### src/rtl/crt_pkg.sv
package crt_pkg;
  // true when val falls inside [start, start+width)
  function automatic logic in_span(input int val, input int start, input int width);
    return (val >= start) && (val < start + width);
  endfunction

  // active-area test against displayed limits
  function automatic logic in_active(input int h, input int v, input int h_disp, input int v_disp);
    return (h < h_disp) && (v < v_disp);
  endfunction
endpackage

### src/rtl/crt_wrap_counter.sv
module crt_wrap_counter #(
  parameter int TOTAL = 100,
  localparam int W = (TOTAL > 1) ? $clog2(TOTAL) : 1
) (
  input  logic         clk,
  input  logic         rst,
  input  logic         step,
  output logic [W-1:0] cnt,
  output logic         wrap
);
  assign wrap = step && (int'(cnt) == TOTAL - 1);

  always_ff @(posedge clk or posedge rst) begin
    if (rst)        cnt <= '0;
    else if (wrap)  cnt <= '0;
    else if (step)  cnt <= cnt + 1'b1;
  end
endmodule

### src/rtl/crt_skew_delay.sv
module crt_skew_delay #(
  parameter int SKEW_W = 2,
  localparam int MAX_SKEW = (1 << SKEW_W) - 1
) (
  input  logic              clk,
  input  logic              rst,
  input  logic [SKEW_W-1:0] sel,
  input  logic              din,
  output logic              dout
);
  logic [MAX_SKEW:0] taps;
  assign taps[0] = din;

  for (genvar i = 1; i <= MAX_SKEW; i++) begin : g_stage
    always_ff @(posedge clk or posedge rst) begin
      if (rst) taps[i] <= 1'b0;
      else     taps[i] <= taps[i-1];
    end
  end

  assign dout = taps[sel];
endmodule

### src/rtl/crt_timing_gen.sv
module crt_timing_gen #(
  parameter int H_TOTAL      = 100,
  parameter int H_DISP       = 80,
  parameter int H_SYNC_START = 84,
  parameter int H_SYNC_WIDTH = 12,
  parameter int V_TOTAL      = 449,
  parameter int V_DISP       = 400,
  parameter int V_SYNC_START = 412,
  parameter int V_SYNC_WIDTH = 2,
  parameter int SKEW_W       = 2,
  localparam int HW = (H_TOTAL > 1) ? $clog2(H_TOTAL) : 1,
  localparam int VW = (V_TOTAL > 1) ? $clog2(V_TOTAL) : 1
) (
  input  logic              clk,
  input  logic              rst,
  input  logic [SKEW_W-1:0] skew_sel,
  input  logic              rd_stb,
  output logic              de_o,
  output logic              hsync_o,
  output logic              vsync_o,
  output logic [7:0]        status_o
);
  import crt_pkg::*;

  logic [HW-1:0] h_cnt;
  logic [VW-1:0] v_cnt;
  logic          h_wrap;
  logic          v_wrap;
  logic          de_raw;
  logic          vs_latch;

  crt_wrap_counter #(.TOTAL(H_TOTAL)) u_hcnt (
    .clk(clk), .rst(rst), .step(1'b1), .cnt(h_cnt), .wrap(h_wrap)
  );

  crt_wrap_counter #(.TOTAL(V_TOTAL)) u_vcnt (
    .clk(clk), .rst(rst), .step(h_wrap), .cnt(v_cnt), .wrap(v_wrap)
  );

  assign de_raw  = in_active(int'(h_cnt), int'(v_cnt), H_DISP, V_DISP);
  assign hsync_o = in_span(int'(h_cnt), H_SYNC_START, H_SYNC_WIDTH);
  assign vsync_o = in_span(int'(v_cnt), V_SYNC_START, V_SYNC_WIDTH);

  crt_skew_delay #(.SKEW_W(SKEW_W)) u_skew (
    .clk(clk), .rst(rst), .sel(skew_sel), .din(de_raw), .dout(de_o)
  );

  always_ff @(posedge clk or posedge rst) begin
    if (rst) vs_latch <= 1'b0;
    else     vs_latch <= vsync_o;
  end

  assign status_o = rd_stb ? {4'b0000, vs_latch, 2'b00, ~de_o} : 8'h00;
endmodule

### config.mk
export PLATFORM = sky130hd
export DESIGN_NAME = crt_timing_gen
export DESIGN_NICKNAME = d
export VERILOG_FILES = /design/src/rtl/crt_pkg.sv /design/src/rtl/crt_wrap_counter.sv /design/src/rtl/crt_skew_delay.sv /design/src/rtl/crt_timing_gen.sv
export SDC_FILE = /design/constraint.sdc
export NUM_CORES = 1
export LEC_CHECK = 0
export BUFFER_PORTS_ARGS = -buffer_cell sky130_fd_sc_hd__buf_2
export CELL_PAD_IN_SITES_DETAIL_PLACEMENT = 1
export CELL_PAD_IN_SITES_GLOBAL_PLACEMENT = 1
export CORE_ASPECT_RATIO = 0.75
export CORE_MARGIN = 2
export CORE_UTILIZATION = 38
export CTS_CLUSTER_DIAMETER = 150
export DETAILED_ROUTE_END_ITERATION = 7
export PLACE_DENSITY = 0.8
export SYNTH_ARGS = -nofsm -noshare
export SYNTH_HDL_FRONTEND = slang
export SYNTH_HIERARCHICAL = 1
export SYNTH_SLANG_ARGS = --single-unit
### constraint.sdc
create_clock -name clk -period 2.9 [get_ports clk]
set_input_delay 0.435 -clock clk [delete_from_list [all_inputs] [get_ports clk]]
set_output_delay 0.435 -clock clk [all_outputs]
set_load 0.005 [all_outputs]
# After elaboration in Yosys (flattened, before gate mapping)

Index checks and enable logic that the tools add are counted.

Add/subtract/negate cells: 2
Multipliers: 0
Div/mod/pow operators: 0
Magnitude comparators: 7
Equal/unequal tests: 2
Shift operators: 0
Mux-type cells: 6
Bitwise logic cells: 1
Reductions and logical operators: 5

Operators by type and width:

| operator                                                                      | count |
|---|---|
| 9-bit less-than comparator (second input constant)                            | 2 |
| 9-bit two-way mux                                                             | 2 |
| 7-bit less-than comparator (second input constant)                            | 2 |
| 9-bit by 1-bit adder with 9-bit output (second input constant)                | 1 |
| 9-bit by 7-bit equality test with 1-bit output (second input constant)        | 1 |
| 9-bit greater-or-equal comparator (second input constant)                     | 1 |
| 7-bit by 1-bit adder with 7-bit output (second input constant)                | 1 |
| 7-bit by 6-bit equality test with 1-bit output (second input constant)        | 1 |
| 7-bit greater-or-equal comparator (second input constant)                     | 1 |
| 7-bit two-way mux                                                             | 1 |
| 1-bit logical AND                                                             | 4 |
| 4-bit two-way mux                                                             | 1 |
| 2-bit by 3-bit less-than comparator with 1-bit output (second input constant) | 1 |
| 1-bit binary-select mux with 2-bit select                                     | 1 |
| 2-bit nonzero test                                                            | 1 |
| 1-bit two-way mux                                                             | 1 |
| 1-bit NOT                                                                     | 1 |

Register bits: 20
Latch bits: 0
RAM bits: 0
ROM bits: 0
Bits of input ports: 5
Output and inout bits: 11
Word-level logic and storage cells: 29
Memories kept: 0

# Longest topological paths before layout

Gate-level depths: netlist of the first run.

Depth in word-level cells: 6
Depth in mapped cells: 7
Depth with buffers taken out: 6

# Cells and area by module

Netlist of the first run, hierarchy kept.

By module, submodules not included:

| module                     | times used | cells each | area each (um^2) | sequential area each (um^2) |
|---|---|---|---|---|
| crt_wrap_counter at u_vcnt | 1          | 46         | 478.0            | 225.2 |
| crt_wrap_counter at u_hcnt | 1          | 35         | 374.1            | 175.2 |
| crt_timing_gen             | 1          | 20         | 152.6            | 25.0 |
| crt_skew_delay             | 1          | 5          | 101.3            | 75.1 |

# Worst setup path before layout of the first run

Ideal clock, no wire load.

Kind: register to register
Start: register u_hcnt.cnt[4]
End: register u_vcnt.cnt[8]
Library setup time: 0.077 ns
Data arrival time: 1.802 ns
Data required time: 2.823 ns
Path slack: 1.020 ns
Cell stages (with the launch flop): 7
Buffers on the path: 1
Cells stage by stage: dfrtp_1 -> nor4b_2 -> nor2b_1 -> buf_2 -> nand2_1 -> or4_1 -> a21oi_1

Cells in the longest elaborated chain, start to end: 3
Elaborated cells between the ends (all ways): 4
Those cells by class: 1 x eq/ne; 1 x mux; 2 x reduce/logical

Ends and longest elaborated chain:

| element                                                 | RTL line               | RTL |
|---|---|---|
| from (decl)                                             | crt_wrap_counter.sv:8  | `output logic [W-1:0] cnt,` |
| from (signal assigned)                                  | crt_wrap_counter.sv:16 | `else if (step) cnt <= cnt + 1'b1;` |
| 7-bit by 6-bit equality test with 1-bit output (*)      | crt_wrap_counter.sv:11 | `assign wrap = step && (int'(cnt) == TOTAL - 1);` |
| net h_wrap                                              | crt_timing_gen.sv:27   | `logic h_wrap;` |
| 1-bit logical AND                                       | crt_wrap_counter.sv:11 |  |
| 9-bit two-way mux or 2-bit nonzero test (tied branches) | n/a                    |  |
| to (signal assigned)                                    | crt_wrap_counter.sv:16 |  |
| to (decl)                                               | crt_wrap_counter.sv:8  |  |

The timed path passes the listed nets; every way through them passes the cells marked *.
A chain may end at the register's enable or synchronous reset.

# Worst setup path after layout of the first run

Same ends and word-level chain as after synthesis.

==> impl_metrics.ini, run 1 <==
[sta]
fin_crit_sh = 0.859
finalSetupViolCount = 0
worst_pin_slew_ns = 0.564
period_needed_ns = 2.49
layout_setup_ws_ns = 0.410
setup_tns_ns = 0
rsz0062_at_grt = false
slew_headroom = 0.623
timing.fmax_mhz = 402
hold_viol = 0
drv_slew = 0
fin_skew_ns = 0.00476

[run]
cap_violations = 0

[clock_network]
insertion_delay_ns = 0.25
cts.sinks = 20
clock_tree.root_cell = clkbuf_8
tritoncts = yes
cts_setup_buffers = 0
cts_buffer_depth = 2
cts_hold_buf = 0
numCtsBuffers = 3
cts_max_level = 1
cts_resized = 0
clkTransAtPathRegs_ns = 0.08

[floorplanning]
fp.dieArea_um2 = 3360
coreArea_um2 = 2680
io_pins = 16
die_w_um = 66.3
rows = 16
die_y_um = 50.7
initial_core_util = 0.412

[final_layout]
nNetsFinal = 131
antennaDiodeCount = 0
instances_no_fill = 158
finalCoreUtilization = 0.468
area_growth_pct = 13.5
design_area_um2 = 1250
drive_above_1_share = 0.180

[power_and_ir_drop]
clkPwrFrac = 0.301
swShare = 0.304
internal_power_mw = 0.632
ir_worst_vdd_v = 0.000248
comb_power_share = 0.233
pwr-share-seq = 0.467
p_sw_mw = 0.277
p_leak_nw = 0.571
power.density_nw_per_um2 = 725

[logic_synthesis]
yosys-top-cells-count = 20 x dfrtp_1, 9 x inv_1, 9 x nand2_1
synth-edff-count = 0
ys_seq_elements = 20
synth_seq_area_share = 0.452
synth.area.top_cells = dfrtp_1 45%, buf_4 4.1%, xnor2_1 4.0%, ha_1 3.4%, inv_1 3.1%
syn_area_um2 = 1110
async_reset_ff_frac = 1.00
synthMuxAreaShare = 0.0305
synth_fa_ha_area_frac = 0.0339
synth_top_family_by_area = simple AND/OR/NAND/NOR gates
syn_area_per_cell_um2 = 10.4
yosys_warnings = 6
netlist.area_leader.share = 0.452
synthFlopType = dfrtp_1
yosys.area_share.simple = 0.235
yosysTopAreaCell = dfrtp_1
synthXorXnorAreaFrac = 0.0475
synth_cells = 106
yosysUniqueCellTypes = 42
synth.most_common_cell = dfrtp_1
synth-compound-area-share = 0.118

[setup_path]
crit_type = register to register
crit_end = u_vcnt/cnt[8]
start_kind = register
regToRegSetupSlack_ns = 0.41
worstReg2RegStart = u_hcnt/cnt[4]
regToRegEndpoint = u_vcnt/cnt[8]
worstPathArrival_ns = 2.66
critPathCaptureType = register
worstPathRequired_ns = 3.07
startpoint = u_hcnt/cnt[4]
cp_max_fo = 9
reg2regPathDepth = 5

[placed_design]
io_buffer_count = 9
postPlaceCellArea_um2 = 1180
dp_cells = 154
hpwl_um = 1810
gp_congestion = 0.856
pre_cts_ws_ns = 0.514

[route]
post_drt_wl_per_cell_um = 15.0
route.vias.total = 845
drt_pass1_iterations = 5
wirelength_um = 2370
drt_iter0_markers = 17
via_per_inst = 5.35
drc = 0
drt.antenna.violating_nets = 0

[global_routing]
grt_usage = 0.159
antenna_found_initial = 0
grt_overflow = 0
grt_pass1_wl_um = 4000
first_global_vias = 868
grt_max_degree = 13

[status]
status = complete, no violations

[min_path]
worstHoldPathType = input pin to async pin
-- logic make-up after synthesis --
kind of cell	Yosys count
AO/OA/AOI/OAI	19
AND/OR/NAND/NOR	38
flip-flops	20
XOR/XNOR	6
buffers and inverters	16
other	2
multiplexers	2
adder cells (fa/ha/maj)	3
-- cell type report --
class                      instances  area [um^2]
inverter                           9         33.8
timing repair buffer               9         45.0
clock inverter                     1         30.0
fill                             324         1430
multi-input combinational         80          559
sequential                        20          500
clock buffer                       3         41.3
tap                               36         45.0
-- metal layers --
layer,track usage,up-vias,share of wire
met5,0,-,0
met4,0.0714,0,0.015
met3,0.0202,4,0.038
met2,0.263,26,0.46
met1,0.209,425,0.49
li1,-,390,-
-- state kept, by name, summed over array words and instances, names as in the netlist --
name         cells
u_vcnt/cnt       9
u_hcnt/cnt       7
u_skew/taps      3
vs_latch         1
-- worst min path at each step --
| stage | depth (start not counted) | slack, ns | endpoint | startpoint |
|---|---|---|---|---|
| after global routing | 2 | 0.04 | vs_latch | rst |
| after CTS | 2 | 0.03 | vs_latch | rst |
| after floorplan | 1 | 0.16 | vs_latch | rst |
| after global placement | 2 | 0.30 | vs_latch | rst |
| after detailed placement | 2 | 0.31 | vs_latch | rst |
| final | 2 | 0.03 | vs_latch | rst |
-- placed cells by master (no fill, tap or decap), types with 2 or more instances in the layout --
cell / count
nand4_1: 3
or3_1: 2
o21ai_0: 5
and2_1: 2
nand2_1: 9
conb_1: 12
xnor2_1: 5
inv_1: 9
dfrtp_1: 20
nand4_2: 2
nor2b_1: 3
nor2_1: 3
clkbuf_8: 3
ha_1: 3
a21oi_1: 2
a21o_1: 2
nand3_1: 3
buf_2: 9
-- through the flow --
stage,power [mW],hold slack (ns)
floorplan,0.565,0.164
global route,0.964,0.0351
global placement,0.620,0.302
finish,0.909,0.0346
CTS,0.917,0.0335
detailed placement,0.641,0.307
-- critical path: stages (launching register included) --
cell	delay (ns)
dfrtp_1	0.46
nor4b_2	0.46
nor2b_1	0.53
nand2_1	0.26
or4_1	0.52
a21oi_1	0.17
-- power by group through the flow --
| stage | sequential [mW] | clock [mW] | combinational (mW) |
|---|---|---|---|
| global route | 0.434 | 0.291 | 0.239 |
| global placement | 0.419 | 0 | 0.201 |
| floorplan | 0.404 | 0 | 0.161 |
| detailed placement | 0.430 | 0 | 0.211 |
| CTS | 0.424 | 0.281 | 0.213 |
| finish | 0.424 | 0.273 | 0.212 |
Power figures use the tool's default switching activity.
==> run 2: changes to the inputs <==
Settings changed: BUFFER_PORTS_ARGS -buffer_cell sky130_fd_sc_hd__buf_2 to unset, DONT_BUFFER_PORTS set to 1, PLACE_DENSITY 0.8 to 0.74.
==> impl_metrics.ini, run 2 (same netlist as run 1, synthesis figures left out) <==
[status]
status = complete, no violations

[final_layout]
antennaDiodeCount = 0
area_growth_pct = 10.3
drive_above_1_share = 0.114
seqCellArea_um2 = 500
regMostFlops = u_vcnt/cnt
nNetsFinal = 123
final_cell_mix = 20 x dfrtp_1, 12 x conb_1, 9 x nand2_1, 9 x inv_1
multi_input_area_um2 = 559
final_common_cell = dfrtp_1
num-fill-cells = 315
reg_top3 = u_vcnt/cnt (9), u_hcnt/cnt (7), u_skew/taps (3)
largest_register_ffs = 9

[sta]
finalSetupViolCount = 0
rsz0062_at_grt = false
drv_slew = 0
setup_tns_ns = 0
worst_pin_slew_ns = 0.574
period_needed_ns = 2.40
fin_crit_sh = 0.827
timing.hold.ws_ns = 0.0158
timing.fmax_mhz = 417
slew_headroom = 0.617
fin_skew_ns = 0.00743
hold_viol = 0

[clock_network]
cts_buffer_depth = 2
cts.sinks = 20
clkTransAtPathRegs_ns = 0.08
cts_max_level = 1
insertion_delay_ns = 0.26
cts_setup_buffers = 0
tritoncts = yes
numCtsBuffers = 3
clock_tree.root_cell = clkbuf_8

[setup_path]
start_kind = register
cp_max_fo = 9
cp_slowest_stage_delay_ns = 0.54
critPathSlowestCell = nor2b_1
worstPathRequired_ns = 3.01
crit_chain = nor4b_2, nor2b_1, nand4_1, nor4_4, o221ai_1
critPathCaptureType = register
worstPathArrival_ns = 2.51
crit_family = simple AND/OR/NAND/NOR gates
reg2regPathDepth = 5
crit_type = register to register
path_buf_inv = 0
cp_num_cells = 5

[floorplanning]
initial_core_util = 0.412
die_w_um = 66.3
io_pins = 16
rows = 16
die_y_um = 50.7
coreArea_um2 = 2680
fp.dieArea_um2 = 3360

[power_and_ir_drop]
ir_worst_vdd_v = 0.000286
p_leak_nw = 0.534
power.density_nw_per_um2 = 728

[placed_design]
gp_congestion = 0.815
io_buffer_count = 0
hpwl_um = 1620

[run]
cap_violations = 0

[route]
wirelength_um = 2210
via_per_inst = 5.29
drt_iter0_markers = 72
route.vias.total = 793
post_drt_wl_per_cell_um = 14.7
drt_pass1_iterations = 4
drt.antenna.violating_nets = 0
drc = 0

[global_routing]
grt_overflow = 0
antenna_found_initial = 0
grt_usage = 0.156
grt_pass1_wl_um = 3970
grt_max_degree = 13
first_global_vias = 820

[min_path]
worstHoldPathType = input pin to async pin
## run 2: cell types whose count changed in the layout (fill, tap and decap cells not counted)
cell           delta
dlygate4sd3_1     +1
buf_2             -9
## run 2: layout make-up
cell class / instances / share of cell area
Timing Repair Buffer: 1 / 0.00821
Multi-Input combinational cell: 80 / 0.458
Clock inverter: 1 / 0.0246
Clock buffer: 3 / 0.0338
Sequential cell: 20 / 0.410
Tap cell: 36 / 0.0369
Inverter: 9 / 0.0277
## run 2: worst register-to-register path, cell delays in order (launching register included)
cell      delay, ns
dfrtp_1        0.45
nor4b_2        0.44
nor2b_1        0.54
nand4_1        0.23
nor4_4         0.41
o221ai_1       0.18
## run 2: stage by stage
step | utilization | instance area [um^2] | cells | total power, mW | setup WS (ns)
6_report | 0.455 | 1220 | 150 | 0.888 | 0.502
5_1_grt | 0.455 | 1220 | 150 | 0.960 | 0.174
4_1_cts | 0.455 | 1220 | 150 | 0.899 | 0.468
3_5_place_dp | 0.424 | 1140 | 145 | 0.614 | 0.546
3_3_place_gp | 0.424 | 1140 | 145 | 0.601 | 0.682
2_1_floorplan | - | 1140 | 116 | 0.565 | 1.02
## run 2: repair_timing
item / 4_1_cts / 5_1_grt
hold buffers: 1 / 0
gates resized for setup: 0 / 0
endpoints found under the hold margin: 7 / 0
## run 2: worst paths after layout
| kind | startpoint | end | slack, ns |
|---|---|---|---|
| worst min-delay path | rst | u_vcnt/cnt[3] | 0.02 |
| max in group asynchronous | rst | u_hcnt/cnt[5] | 2.05 |
| min in group clk | u_skew/taps[1] | u_skew/taps[2] | 0.39 |
| worst max register to register | u_hcnt/cnt[4] | u_vcnt/cnt[7] | 0.50 |
| worst max-delay path | u_hcnt/cnt[4] | u_vcnt/cnt[7] | 0.50 |
| worst min register to register | u_skew/taps[1] | u_skew/taps[2] | 0.39 |
## run 2: report_power, final
| part | switching (mW) | total, mW | internal (mW) |
|---|---|---|---|
| Clock | 0.0918 | 0.276 | 0.184 |
| Sequential | 0.0833 | 0.424 | 0.341 |
| Combinational | 0.0951 | 0.188 | 0.0932 |
## run 2: routing by layer
| layer | GRT usage | wire length [um] |
|---|---|---|
| met1 | 0.228 | 1090 |
| met3 | 0.0471 | 115 |
| met5 | 0 | 0 |
| met2 | 0.223 | 986 |
| met4 | 0.0408 | 19 |
==> run 3: changes to the inputs <==
Settings changed: PLACE_DENSITY 0.74 to 0.77.
Clock period 2.9 ns to 2.2 ns, I/O delays scaled along.
==> impl_metrics.ini, run 3 (same netlist as run 1, synthesis figures left out) <==
[status]
status = complete, no violations

[sta]
layout_setup_ws_ns = 0.148
timing.fmax_mhz = 487
fin_crit_sh = 0.933
finalSetupViolCount = 0
rsz0062_at_grt = false
setup_tns_ns = 0
drv_slew = 0
period_needed_ns = 2.05
fin_skew_ns = 0.00891
hold_viol = 0

[setup_path]
startpoint = u_vcnt/cnt[5]
worstPathArrival_ns = 1.72
path_buf_inv = 0
start_kind = register
crit_family = flip-flops
regToRegSetupSlack_ns = 0.17
critPathSlowestCell = dfrtp_1
cp_slowest_stage_delay_ns = 0.52
cp_max_fo = 5
worstPathRequired_ns = 1.87
worstReg2RegStart = u_hcnt/cnt[4]
critPathCaptureType = primary output
crit_chain = nor3_2, o21a_1, mux4_2, nor2b_1
crit_type = register to primary output

[placed_design]
postPlaceCellArea_um2 = 1160
gp_congestion = 0.838
io_buffer_count = 0
hpwl_um = 1760
dp_cells = 148
pre_cts_ws_ns = 0.0706

[route]
wirelength_um = 2310
drt.antenna.violating_nets = 0
drt_iter0_markers = 24
route.vias.total = 822
post_drt_wl_per_cell_um = 15.1
drc = 0
via_per_inst = 5.37
drt_pass1_iterations = 4

[clock_network]
cts.sinks = 20
tritoncts = yes
insertion_delay_ns = 0.26
clock_tree.root_cell = clkbuf_8
cts_max_level = 1
clkTransAtPathRegs_ns = 0.08
numCtsBuffers = 3
cts_buffer_depth = 2

[global_routing]
grt_usage = 0.156
grt_overflow = 0
antenna_found_initial = 0
grt_pass1_wl_um = 3860
grt_max_degree = 13
first_global_vias = 819

[final_layout]
nNetsFinal = 126
seqCellArea_um2 = 500
design_area_um2 = 1250
final_cell_mix = 20 x dfrtp_1, 12 x conb_1, 9 x nand2_1, 9 x inv_1
area_growth_pct = 13.0
drive_above_1_share = 0.145
regMostFlops = u_vcnt/cnt
largest_register_ffs = 9
final_common_cell = dfrtp_1
antennaDiodeCount = 0
num-fill-cells = 308
reg_top3 = u_vcnt/cnt (9), u_hcnt/cnt (7), u_skew/taps (3)
finalCoreUtilization = 0.466
multi_input_area_um2 = 567
instances_no_fill = 153

[floorplanning]
io_pins = 16
coreArea_um2 = 2680
die_w_um = 66.3
initial_core_util = 0.412
rows = 16
fp.dieArea_um2 = 3360
die_y_um = 50.7

[power_and_ir_drop]
ir_worst_vdd_v = 0.000297
power.density_nw_per_um2 = 960
p_leak_nw = 0.552

[run]
cap_violations = 0

[min_path]
worstHoldPathType = input pin to async pin
[run 3: timing repair]
action / CTS / global route
endpoints found under the setup margin: 1 / 1
hold buffers: 1 / 0
resized for setup: 1 / 1
hold endpoints to repair: 20 / 0
pin swaps: 0 / 0
setup buffers: 0 / 0
[run 3: area by class of cell]
type | count | share of cell area
Clock inverter | 1 | 0.0240
Multi-Input combinational cell | 80 | 0.453
Timing Repair Buffer | 4 | 0.0260
Clock buffer | 3 | 0.0330
Sequential cell | 20 | 0.400
Inverter | 9 | 0.0270
Tap cell | 36 | 0.0360
[run 3: worst paths after layout]
| check | endpoint | depth (start not counted) |
|---|---|---|
| min reg2reg | u_skew/taps[2] | 0 |
| max | status_o[0] | 4 |
| max in group asynchronous | u_vcnt/cnt[8] | 2 |
| max reg2reg | u_vcnt/cnt[8] | 5 |
| min | vs_latch | 2 |
| min in group clk | u_skew/taps[2] | 0 |
[run 3: report_power, final]
part,total (mW),switching [mW],internal [mW]
registers,0.561,0.111,0.450
clock network,0.369,0.126,0.243
logic,0.270,0.134,0.136
[run 3: per-layer routing]
layer	part of all wire	global-route usage	vias up
met1	0.47	0.204	417
li1	-	-	382
met5	0	0	-
met3	0.051	0.0471	4
met2	0.47	0.247	19
met4	0.012	0.0510	0
[run 3: stage by stage]
step	power, mW	hold WS (ns)
floorplan	0.745	0.0587
global placement	0.801	0.0612
detailed placement	0.827	0.0637
CTS	1.21	0.391
global route	1.28	0.397
finish	1.20	0.395
